--- src/rtl/smm_pkg.sv ---
package smm_pkg;
    localparam int OPC_W = 8;
    localparam logic [OPC_W-1:0] OPC_READ  = 8'h81;
    localparam logic [OPC_W-1:0] OPC_WRITE = 8'h82;

    typedef enum logic [2:0] {
        ST_IDLE,
        ST_HDR,
        ST_DAT,
        ST_WAIT,
        ST_RECV,
        ST_DONE
    } smm_state_e;
endpackage

--- src/rtl/smm_hdr_build.sv ---
module smm_hdr_build #(
    parameter int WORD_W = 64,
    parameter int ADDR_W = 40
) (
    input  logic              is_write,
    input  logic [ADDR_W-1:0] addr,
    output logic [WORD_W-1:0] hdr
);
    localparam int RSVD_W = WORD_W - smm_pkg::OPC_W - ADDR_W;

    always_comb begin
        hdr = {(is_write ? smm_pkg::OPC_WRITE : smm_pkg::OPC_READ),
               {RSVD_W{1'b0}}, addr};
    end
endmodule

--- src/rtl/smm_tx_shifter.sv ---
module smm_tx_shifter #(
    parameter int WORD_W = 64
) (
    input  logic              clk,
    input  logic              rst_n,
    input  logic              load,
    input  logic [WORD_W-1:0] load_val,
    input  logic              shift,
    output logic              bit_o
);
    logic [WORD_W-1:0] sr_q;

    always_ff @(posedge clk) begin
        if (!rst_n) begin
            sr_q <= '0;
        end else if (load) begin
            sr_q <= load_val;
        end else if (shift) begin
            sr_q <= {1'b0, sr_q[WORD_W-1:1]};
        end
    end

    assign bit_o = sr_q[0];
endmodule

--- src/rtl/smm_bit_counter.sv ---
module smm_bit_counter #(
    parameter int WORD_W = 64
) (
    input  logic clk,
    input  logic rst_n,
    input  logic clr,
    input  logic inc,
    output logic at_zero,
    output logic at_last
);
    localparam int CNT_W = $clog2(WORD_W);
    localparam logic [CNT_W-1:0] LAST = CNT_W'(WORD_W - 1);

    logic [CNT_W-1:0] cnt_q;

    always_ff @(posedge clk) begin
        if (!rst_n || clr) begin
            cnt_q <= '0;
        end else if (inc) begin
            cnt_q <= cnt_q + 1'b1;
        end
    end

    assign at_zero = (cnt_q == '0);
    assign at_last = (cnt_q == LAST);
endmodule

--- src/rtl/smm_rx_deser.sv ---
module smm_rx_deser #(
    parameter int WORD_W = 64
) (
    input  logic              clk,
    input  logic              rst_n,
    input  logic              shift,
    input  logic              commit,
    input  logic              din,
    output logic [WORD_W-1:0] word_o
);
    logic [WORD_W-1:0] sr_q;
    logic [WORD_W-1:0] sr_nxt;

    assign sr_nxt = {din, sr_q[WORD_W-1:1]};

    always_ff @(posedge clk) begin
        if (!rst_n) begin
            sr_q   <= '0;
            word_o <= '0;
        end else begin
            if (shift) begin
                sr_q <= sr_nxt;
            end
            if (commit) begin
                word_o <= sr_nxt;
            end
        end
    end
endmodule

--- src/rtl/serial_mem_master.sv ---
module serial_mem_master #(
    parameter int WORD_W     = 64,
    parameter int ADDR_W     = 40,
    parameter int ALIGN_BITS = 3
) (
    input  logic              clk,
    input  logic              rst_n,
    input  logic              cmd_valid,
    input  logic              cmd_write,
    input  logic [ADDR_W-1:0] cmd_addr,
    input  logic [WORD_W-1:0] cmd_wdata,
    output logic              busy,
    output logic              done,
    output logic [WORD_W-1:0] rd_data,
    output logic              misalign_err,
    output logic              ser_vld_o,
    output logic              ser_data_o,
    input  logic              rsp_vld_i,
    input  logic              rsp_data_i
);
    import smm_pkg::*;

    smm_state_e state_q, state_nxt;

    logic              wr_q;
    logic [WORD_W-1:0] wdata_q;
    logic              misalign_q;

    logic              accept;
    logic              tx_load, tx_sel_data, tx_shift, tx_active, tx_bit;
    logic              cnt_clr, cnt_inc, cnt_zero, cnt_last;
    logic              rx_shift, rx_commit;
    logic [WORD_W-1:0] hdr;
    logic [WORD_W-1:0] tx_load_val;

    // State register
    always_ff @(posedge clk) begin
        if (!rst_n) begin
            state_q <= ST_IDLE;
        end else begin
            state_q <= state_nxt;
        end
    end

    // Transitions
    always_comb begin
        state_nxt = state_q;
        unique case (state_q)
            ST_IDLE: if (cmd_valid) state_nxt = ST_HDR;
            ST_HDR:  if (cnt_last)  state_nxt = wr_q ? ST_DAT : ST_WAIT;
            ST_DAT:  if (cnt_last)  state_nxt = ST_WAIT;
            ST_WAIT: if (rsp_vld_i) state_nxt = ST_RECV;
            ST_RECV: if (cnt_last)  state_nxt = ST_DONE;
            ST_DONE: state_nxt = ST_IDLE;
            default: state_nxt = ST_IDLE;
        endcase
    end

    // Per-state controls and outputs
    always_comb begin
        accept      = 1'b0;
        tx_load     = 1'b0;
        tx_sel_data = 1'b0;
        tx_shift    = 1'b0;
        tx_active   = 1'b0;
        cnt_clr     = 1'b0;
        cnt_inc     = 1'b0;
        rx_shift    = 1'b0;
        rx_commit   = 1'b0;
        done        = 1'b0;
        busy        = 1'b1;
        unique case (state_q)
            ST_IDLE: begin
                busy = 1'b0;
                if (cmd_valid) begin
                    accept  = 1'b1;
                    tx_load = 1'b1;
                    cnt_clr = 1'b1;
                end
            end
            ST_HDR: begin
                tx_active = 1'b1;
                tx_shift  = 1'b1;
                if (cnt_last) begin
                    cnt_clr = 1'b1;
                    if (wr_q) begin
                        tx_load     = 1'b1;
                        tx_sel_data = 1'b1;
                    end
                end else begin
                    cnt_inc = 1'b1;
                end
            end
            ST_DAT: begin
                tx_active = 1'b1;
                tx_shift  = 1'b1;
                if (cnt_last) cnt_clr = 1'b1;
                else          cnt_inc = 1'b1;
            end
            ST_WAIT: begin
                if (rsp_vld_i) begin
                    rx_shift = 1'b1;
                    cnt_inc  = 1'b1;
                end
            end
            ST_RECV: begin
                rx_shift = 1'b1;
                if (cnt_last) begin
                    cnt_clr   = 1'b1;
                    rx_commit = !wr_q;
                end else begin
                    cnt_inc = 1'b1;
                end
            end
            ST_DONE: begin
                done = 1'b1;
            end
            default: busy = 1'b0;
        endcase
    end

    assign ser_vld_o    = tx_active && cnt_zero;
    assign ser_data_o   = tx_active && tx_bit;
    assign misalign_err = misalign_q;

    // Request context captured at acceptance
    always_ff @(posedge clk) begin
        if (!rst_n) begin
            wr_q       <= 1'b0;
            wdata_q    <= '0;
            misalign_q <= 1'b0;
        end else if (accept) begin
            wr_q       <= cmd_write;
            wdata_q    <= cmd_wdata;
            misalign_q <= |cmd_addr[ALIGN_BITS-1:0];
        end
    end

    assign tx_load_val = tx_sel_data ? wdata_q : hdr;

    smm_hdr_build #(.WORD_W(WORD_W), .ADDR_W(ADDR_W)) hdr_i (
        .is_write (cmd_write),
        .addr     (cmd_addr),
        .hdr      (hdr)
    );

    smm_tx_shifter #(.WORD_W(WORD_W)) tx_i (
        .clk      (clk),
        .rst_n    (rst_n),
        .load     (tx_load),
        .load_val (tx_load_val),
        .shift    (tx_shift),
        .bit_o    (tx_bit)
    );

    smm_bit_counter #(.WORD_W(WORD_W)) cnt_i (
        .clk     (clk),
        .rst_n   (rst_n),
        .clr     (cnt_clr),
        .inc     (cnt_inc),
        .at_zero (cnt_zero),
        .at_last (cnt_last)
    );

    smm_rx_deser #(.WORD_W(WORD_W)) rx_i (
        .clk    (clk),
        .rst_n  (rst_n),
        .shift  (rx_shift),
        .commit (rx_commit),
        .din    (rsp_data_i),
        .word_o (rd_data)
    );
endmodule

--- config.mk ---
export PLATFORM = sky130hd
export DESIGN_NAME = serial_mem_master
export DESIGN_NICKNAME = d
export VERILOG_FILES = /design/src/rtl/smm_pkg.sv /design/src/rtl/smm_hdr_build.sv /design/src/rtl/smm_tx_shifter.sv /design/src/rtl/smm_bit_counter.sv /design/src/rtl/smm_rx_deser.sv /design/src/rtl/serial_mem_master.sv
export SDC_FILE = /design/constraint.sdc
export NUM_CORES = 1
export LEC_CHECK = 0
export ABC_AREA = 1
export BUFFER_PORTS_ARGS = -buffer_cell sky130_fd_sc_hd__buf_4
export CAP_MARGIN = 20
export CORE_MARGIN = 5
export CORE_UTILIZATION = 40
export DETAILED_ROUTE_END_ITERATION = 8
export HOLD_SLACK_MARGIN = 0.08
export PLACE_DENSITY = 0.69
export REMOVE_ABC_BUFFERS = 1
export SLEW_MARGIN = 20
export SYNTH_ARGS = -nofsm -noshare
export SYNTH_HDL_FRONTEND = slang
export SYNTH_HIERARCHICAL = 1
export SYNTH_SLANG_ARGS = --single-unit
--- constraint.sdc ---
create_clock -name clk -period 2.24 [get_ports clk]
set_input_delay 0.672 -clock clk [delete_from_list [all_inputs] [get_ports clk]]
set_output_delay 0.672 -clock clk [all_outputs]
set_load 0.01 [all_outputs]
==> results of run 1 <==
-- state kept, by name (all words and copies together) (netlist names) --
name          count
wr_q              1
rx_i/sr_q        63
wdata_q          64
rx_i/word_o      64
state_q           3
misalign_err      1
cnt_i/cnt_q       6
tx_i/sr_q        64
-- final cells by class --
class / count / area [µm²]
fillers: 3158 / 16500
clock inverters: 8 / 120
well taps: 402 / 503
flip-flops and latches: 266 / 5330
clock buffers: 46 / 952
inverters: 211 / 796
multi-input cells: 1242 / 5590
repair buffers: 214 / 1800
-- report_power, final --
group,internal (mW),leakage (nW),switching [mW],total [mW]
logic,1.59,4.12,2.83,4.41
registers,5.67,2.17,0.422,6.09
clock network,3.24,0.526,1.92,5.17
total,10.5,6.82,5.17,15.7
-- cells in the final DEF, fill, tap and decap left out --
cell,n
a21oi_2,59
nand3_4,2
inv_4,1
conb_1,22
ha_1,2
clkbuf_8,12
nor2_4,4
clkinvlp_4,2
dfxtp_1,261
nor2_2,4
clkbuf_1,3
nand2_4,1
o21ai_2,55
dfxtp_2,5
nand2_8,1
o21ai_1,4
nor3_1,2
nand2_1,649
nand2_2,5
nand3_1,8
nor4_2,1
nand3b_1,1
buf_4,198
bufinv_16,3
clkbuf_16,31
nor3_2,1
buf_12,15
inv_1,206
nor2_1,270
buf_6,1
o21ai_0,74
o211ai_1,1
inv_2,3
a21oi_1,75
clkinv_2,4
nand3_2,1
-- worst reg2reg max path, stage by stage (launching register included) --
cell and delay (ps):
dfxtp_2 370, ha_1 200, nand3_1 150, nor2_4 200, inv_1 90, nor3_2 260
buf_12 250, buf_12 270, nand2_1 100, nand2_1 70, nor2_1 40
-- kinds of logic (layout without fill, tap and decap cells) --
logic type / after synthesis / after routing / synth area share
simple gates: 950 / 950 / 0.285
compound gates: 268 / 268 / 0.139
fa+ha+maj: 2 / 2 / 0.00196
flops: 266 / 266 / 0.417
other cells: 2 / 22 / 0.000588
buf+inv: 383 / 479 / 0.157
-- what timing repair did --
item	in CTS	in global routing
hold buffers	0	0
setup endpoints to repair	24	121
gates resized for setup	7	8
setup buffers	3	1
pin swaps	2	1
-- routing by layer --
metal,vias to the layer above,GRT usage,share of wire
met5,-,0,0.0021
met4,8,0.0322,0.020
met3,55,0.0389,0.060
met2,213,0.264,0.45
met1,4820,0.204,0.47
li1,5740,-,-
-- worst min path at each step --
stage,slack (ps),startpoint,cells past startpoint,to
floorplan,420,wdata_q[54],2,wdata_q[54]
global placement,430,wdata_q[59],2,wdata_q[59]
detailed placement,440,wdata_q[61],2,wdata_q[61]
CTS,370,cmd_wdata[10],3,wdata_q[10]
global route,400,cmd_wdata[12],3,wdata_q[12]
finish,400,cmd_wdata[10],3,wdata_q[10]
-- metrics by stage --
step / power, mW / cells
2_1_floorplan: 9.24 / 1719
4_1_cts: 15.8 / 2388
6_report: 15.7 / 2389
5_1_grt: 16.8 / 2389
3_3_place_gp: 10.4 / 2331
3_5_place_dp: 10.5 / 2331
==> impl_metrics.yaml, run 1 <==
setup_path:
  crit_family: "flip-flops"
  path_class: "reg -> out"
  reg2reg_to: "rx_i/word_o[42]"
  crit_path_start_kind: "flip-flop"
  critPathMaxFanout: 5
  arrival_ps: 1590
  path_buf_inv: 3
  ff2ff_path_depth: 10
  cp.depth: 7
  crit_slowest_cell: "dfxtp_2"
  crit_end: "ser_vld_o"
  r2r_slack_ps: 140
  end_kind: "output port"
  crit_required_ps: 1570
  crit_start: "cnt_i/cnt_q[0]"
  path_cells: "inv_1 -> ha_1 -> nand2_1 -> nor4_2 -> inv_1 -> nor2_2 -> buf_4"
  r2r-start: "cnt_i/cnt_q[0]"
  cpMostUsedCell: "inv_1"
  cp_slowest_stage_delay_ps: 340
floorplanning:
  core_area_um2: 31600
  start_util: 0.405
  die_area_um2: 35600
  pin_count: 179
  die_w_um: 189
  num_rows: 65
  die_y_um: 189
yosys:
  synthesis.area_um2: 12800
  async_reset_ff_frac: 0
  syn_avg_cell_area_um2: 6.82
  synth_common_cells: "nand2_1 (653), nor2_1 (273), dfxtp_1 (266), inv_1 (207), a21oi_1 (75)"
  synth_area_leaders: "dfxtp_1 (42%), nand2_1 (19%), nor2_1 (8.0%)"
  ys_warn_count: 6
  ys_types: 25
  synth_edf_count: 0
  netlist.area_leader.share: 0.417
  synthFlopType: "dfxtp_1"
  netlist_instances: 1871
  synth_area_leader_cell: "dfxtp_1"
  ys_seq_elements: 266
  yosysSeqAreaShare: 0.417
  synth_most_common_cell: "nand2_1"
grt:
  grt_max_degree: 105
  grt_pass1_vias: 10417
  grt_pass1_wl_mm: 48.5
  grt_use_total: 0.156
  antenna_found_initial: 4
  gr-total-overflow: 0
timing:
  hold_viol_final: 0
  hold_ws_ps: 402
  min_period_ps: 2270
  timing.fmax_mhz: 441
  slew_viol_final: 0
  setup_viol: 1
  timing.final.ws_setup_ps: -26.3
  fin_skew_ps: 11.1
  fin_crit_sh: 1.01
  rsz0062_at_grt: "true"
  setup-tns-final_ps: -26.3
drt:
  wl_per_cell_um: 12.0
  viasPerCell: 4.54
  ant_nets: 0
  drc: 0
  wl_mm: 28.7
  dr.pass1.iters: 5
  dr_total_vias: 10836
  drt_iter0_markers: 557
finish:
  post-route-util: 0.478
  diodes: 0
  drive_gt1_frac: 0.206
  fin_nets: 2077
  finalInstanceArea_um2: 15100
  area_delta_synth_final_pct: 18.2
clock_tree:
  ctsLongestPathBuffers: 3
  h-tree-depth: 1
  cts_tree: "done"
  cts.sinks: 266
  numCtsBuffers: 30
  cts_root_buf: "clkbuf_16"
  insertion_delay_ps: 540
  clk_pin_slew_ps: 60
place:
  place_ws_ps: -30.9
  placed_area_um2: 13900
  port_buffers: 178
  hpwl_mm: 19.0
  gp_congestion: 0.762
outcome:
  violations: "setup timing"
  outcome: "finished with violations"
pwr:
  pwr_density_cell_nw_per_um2: 1040
  p_leak_nw: 6.82
  irDropWorstVdd_mv: 0.594
run:
  drv_cap: 0
min_path:
  hp-class: "in -> reg"
No activity file was read; power rests on OpenSTA's default activity.
==> run 2: changes to the inputs <==
==> constraint.sdc (replaced) <==
create_clock -name clk -period 2.24 [get_ports clk]
set_input_delay 0.224 -clock clk [delete_from_list [all_inputs] [get_ports clk]]
set_output_delay 0.224 -clock clk [all_outputs]
set_load 0.01 [all_outputs]
==> impl_metrics.yaml, run 2 (synthesized netlist as in run 1, its figures left out) <==
drt:
  wl_mm: 29.9
  drc: 0
  wl_per_cell_um: 12.1
  dr.pass1.iters: 5
  dr_total_vias: 11202
  viasPerCell: 4.55
  ant_nets: 0
  drt_iter0_markers: 684
finish:
  drive_gt1_frac: 0.187
  top_regs: "rx_i/word_o (64), tx_i/sr_q (64), wdata_q (64)"
  fin_cells: 2464
  area_delta_synth_final_pct: 23.1
  mostFrequentLayoutCell: "nand2_1"
  fill_cells: 3015
  layout_common_cells: "nand2_1 (650), nor2_1 (272), dfxtp_1 (266)"
  fin_nets: 2150
setup_path:
  crit_start: "cnt_i/cnt_q[0]"
  crit_path_start_kind: "flip-flop"
  arrival_ps: 2500
  crit_required_ps: 2690
  end_kind: "flip-flop"
  critPathMaxFanout: 61
  path_class: "reg -> reg"
  r2r-start: "cnt_i/cnt_q[0]"
timing:
  min_period_ps: 2050
  rsz0062_at_grt: "false"
  timing.fmax_mhz: 489
  setup_viol: 0
  fin_skew_ps: 13.4
  hold_viol_final: 0
  timing.final.ws_setup_ps: 195
  tightest_slew_ps: 533
  slew-limit-headroom: 0.645
  slew_viol_final: 0
  fin_crit_sh: 0.913
pwr:
  p_leak_nw: 7.08
  irDropWorstVdd_mv: 0.603
  pwr_density_cell_nw_per_um2: 991
place:
  dp.cells: 2326
  hpwl_mm: 18.6
  place_ws_ps: -41.0
  port_buffers: 178
  gp_congestion: 0.760
grt:
  grt_use_total: 0.162
  antenna_found_initial: 5
  grt_max_degree: 134
  gr-total-overflow: 0
  grt_pass1_wl_mm: 50.2
  grt_pass1_vias: 10593
min_path:
  hp-class: "in -> reg"
  min-delay-start: "cmd_addr[11]"
floorplanning:
  die_w_um: 189
  die_y_um: 189
  core_area_um2: 31600
  start_util: 0.405
  num_rows: 65
  pin_count: 179
  die_area_um2: 35600
clock_tree:
  cts.sinks: 266
  insertion_delay_ps: 550
  ctsLongestPathBuffers: 3
  cts_root_buf: "clkbuf_16"
  h-tree-depth: 1
  clk_pin_slew_ps: 60
  cts_setup_buffers: 0
  numCtsBuffers: 30
  cts_tree: "done"
outcome:
  outcome: "finished, final reports clean"
run:
  drv_cap: 0
==> run 2: changes by cell type in the layout (fill, tap and decap cells not counted), sizes merged <==
cell         previous run  this run
dlygate4sd3             0        82
clkinvlp                2         0
clkinv                  4         8
inv                   210       211
diode                   0         1
buf                   214       205
clkbuf                 46        44
==> run 2: worst max-delay path, cell delays in order, from the launching register on <==
cell and delay (ps):
dfxtp_1 400, ha_1 220, nand3_1 130, nor2_4 190, inv_1 90, nor3_2 240
buf_12 190, buf_12 240, nand2_1 100, nand2_1 80, nor2_1 40
==> run 2: layout make-up <==
cell class	count	area, µm²	area share
Antenna cell	1	2.50	0.000159
Inverter	211	793	0.0505
Clock inverter	11	145	0.00923
Multi-Input combinational cell	1242	5560	0.354
Tap cell	402	503	0.0320
Timing Repair Buffer	287	2520	0.160
Sequential cell	266	5330	0.339
Clock buffer	44	873	0.0556
==> run 2: report_power, final <==
part | internal [mW] | total (mW) | leakage [nW] | switching [mW]
Combinational | 1.65 | 4.50 | 4.40 | 2.85
Sequential | 5.66 | 6.07 | 2.17 | 0.406
Clock | 3.04 | 5.00 | 0.506 | 1.96
==> run 2: per-stage QoR <==
| stage | setup TNS, ps | util | total power [mW] | hold slack (ps) | area [µm²] |
|---|---|---|---|---|---|
| 2_1_floorplan | -596550 | - | 9.24 | 322 | 11600 |
| 3_3_place_gp | 0 | 0.439 | 10.4 | 434 | 13900 |
| 3_5_place_dp | -288 | 0.439 | 10.5 | 442 | 13900 |
| 4_1_cts | 0 | 0.498 | 15.8 | 108 | 15700 |
| 5_1_grt | 0 | 0.498 | 16.7 | 148 | 15700 |
| 6_report | 0 | 0.498 | 15.6 | 127 | 15700 |
==> run 2: per-layer routing <==
layer	wire, µm	part of all wire	global-route usage
met3	1680	0.056	0.0354
met4	527	0.018	0.0342
met1	14100	0.47	0.220
met2	13500	0.45	0.265
met5	52	0.0017	0
==> run 2: path summary, 6_finish.rpt <==
path,to,slack [ps],depth (start not counted)
worst max-delay path,rx_i/word_o[12],190,10
worst max register to register,rx_i/word_o[12],190,10
worst min register to register,wdata_q[61],450,2
worst min-delay path,tx_i/sr_q[11],130,7
==> run 2: repair_timing <==
| item | 4_1_cts | 5_1_grt |
|---|---|---|
| setup endpoints to repair | 27 | 49 |
| hold buffers | 82 | 0 |
| hold endpoints to repair | 88 | 0 |
| gates resized for setup | 1 | 2 |
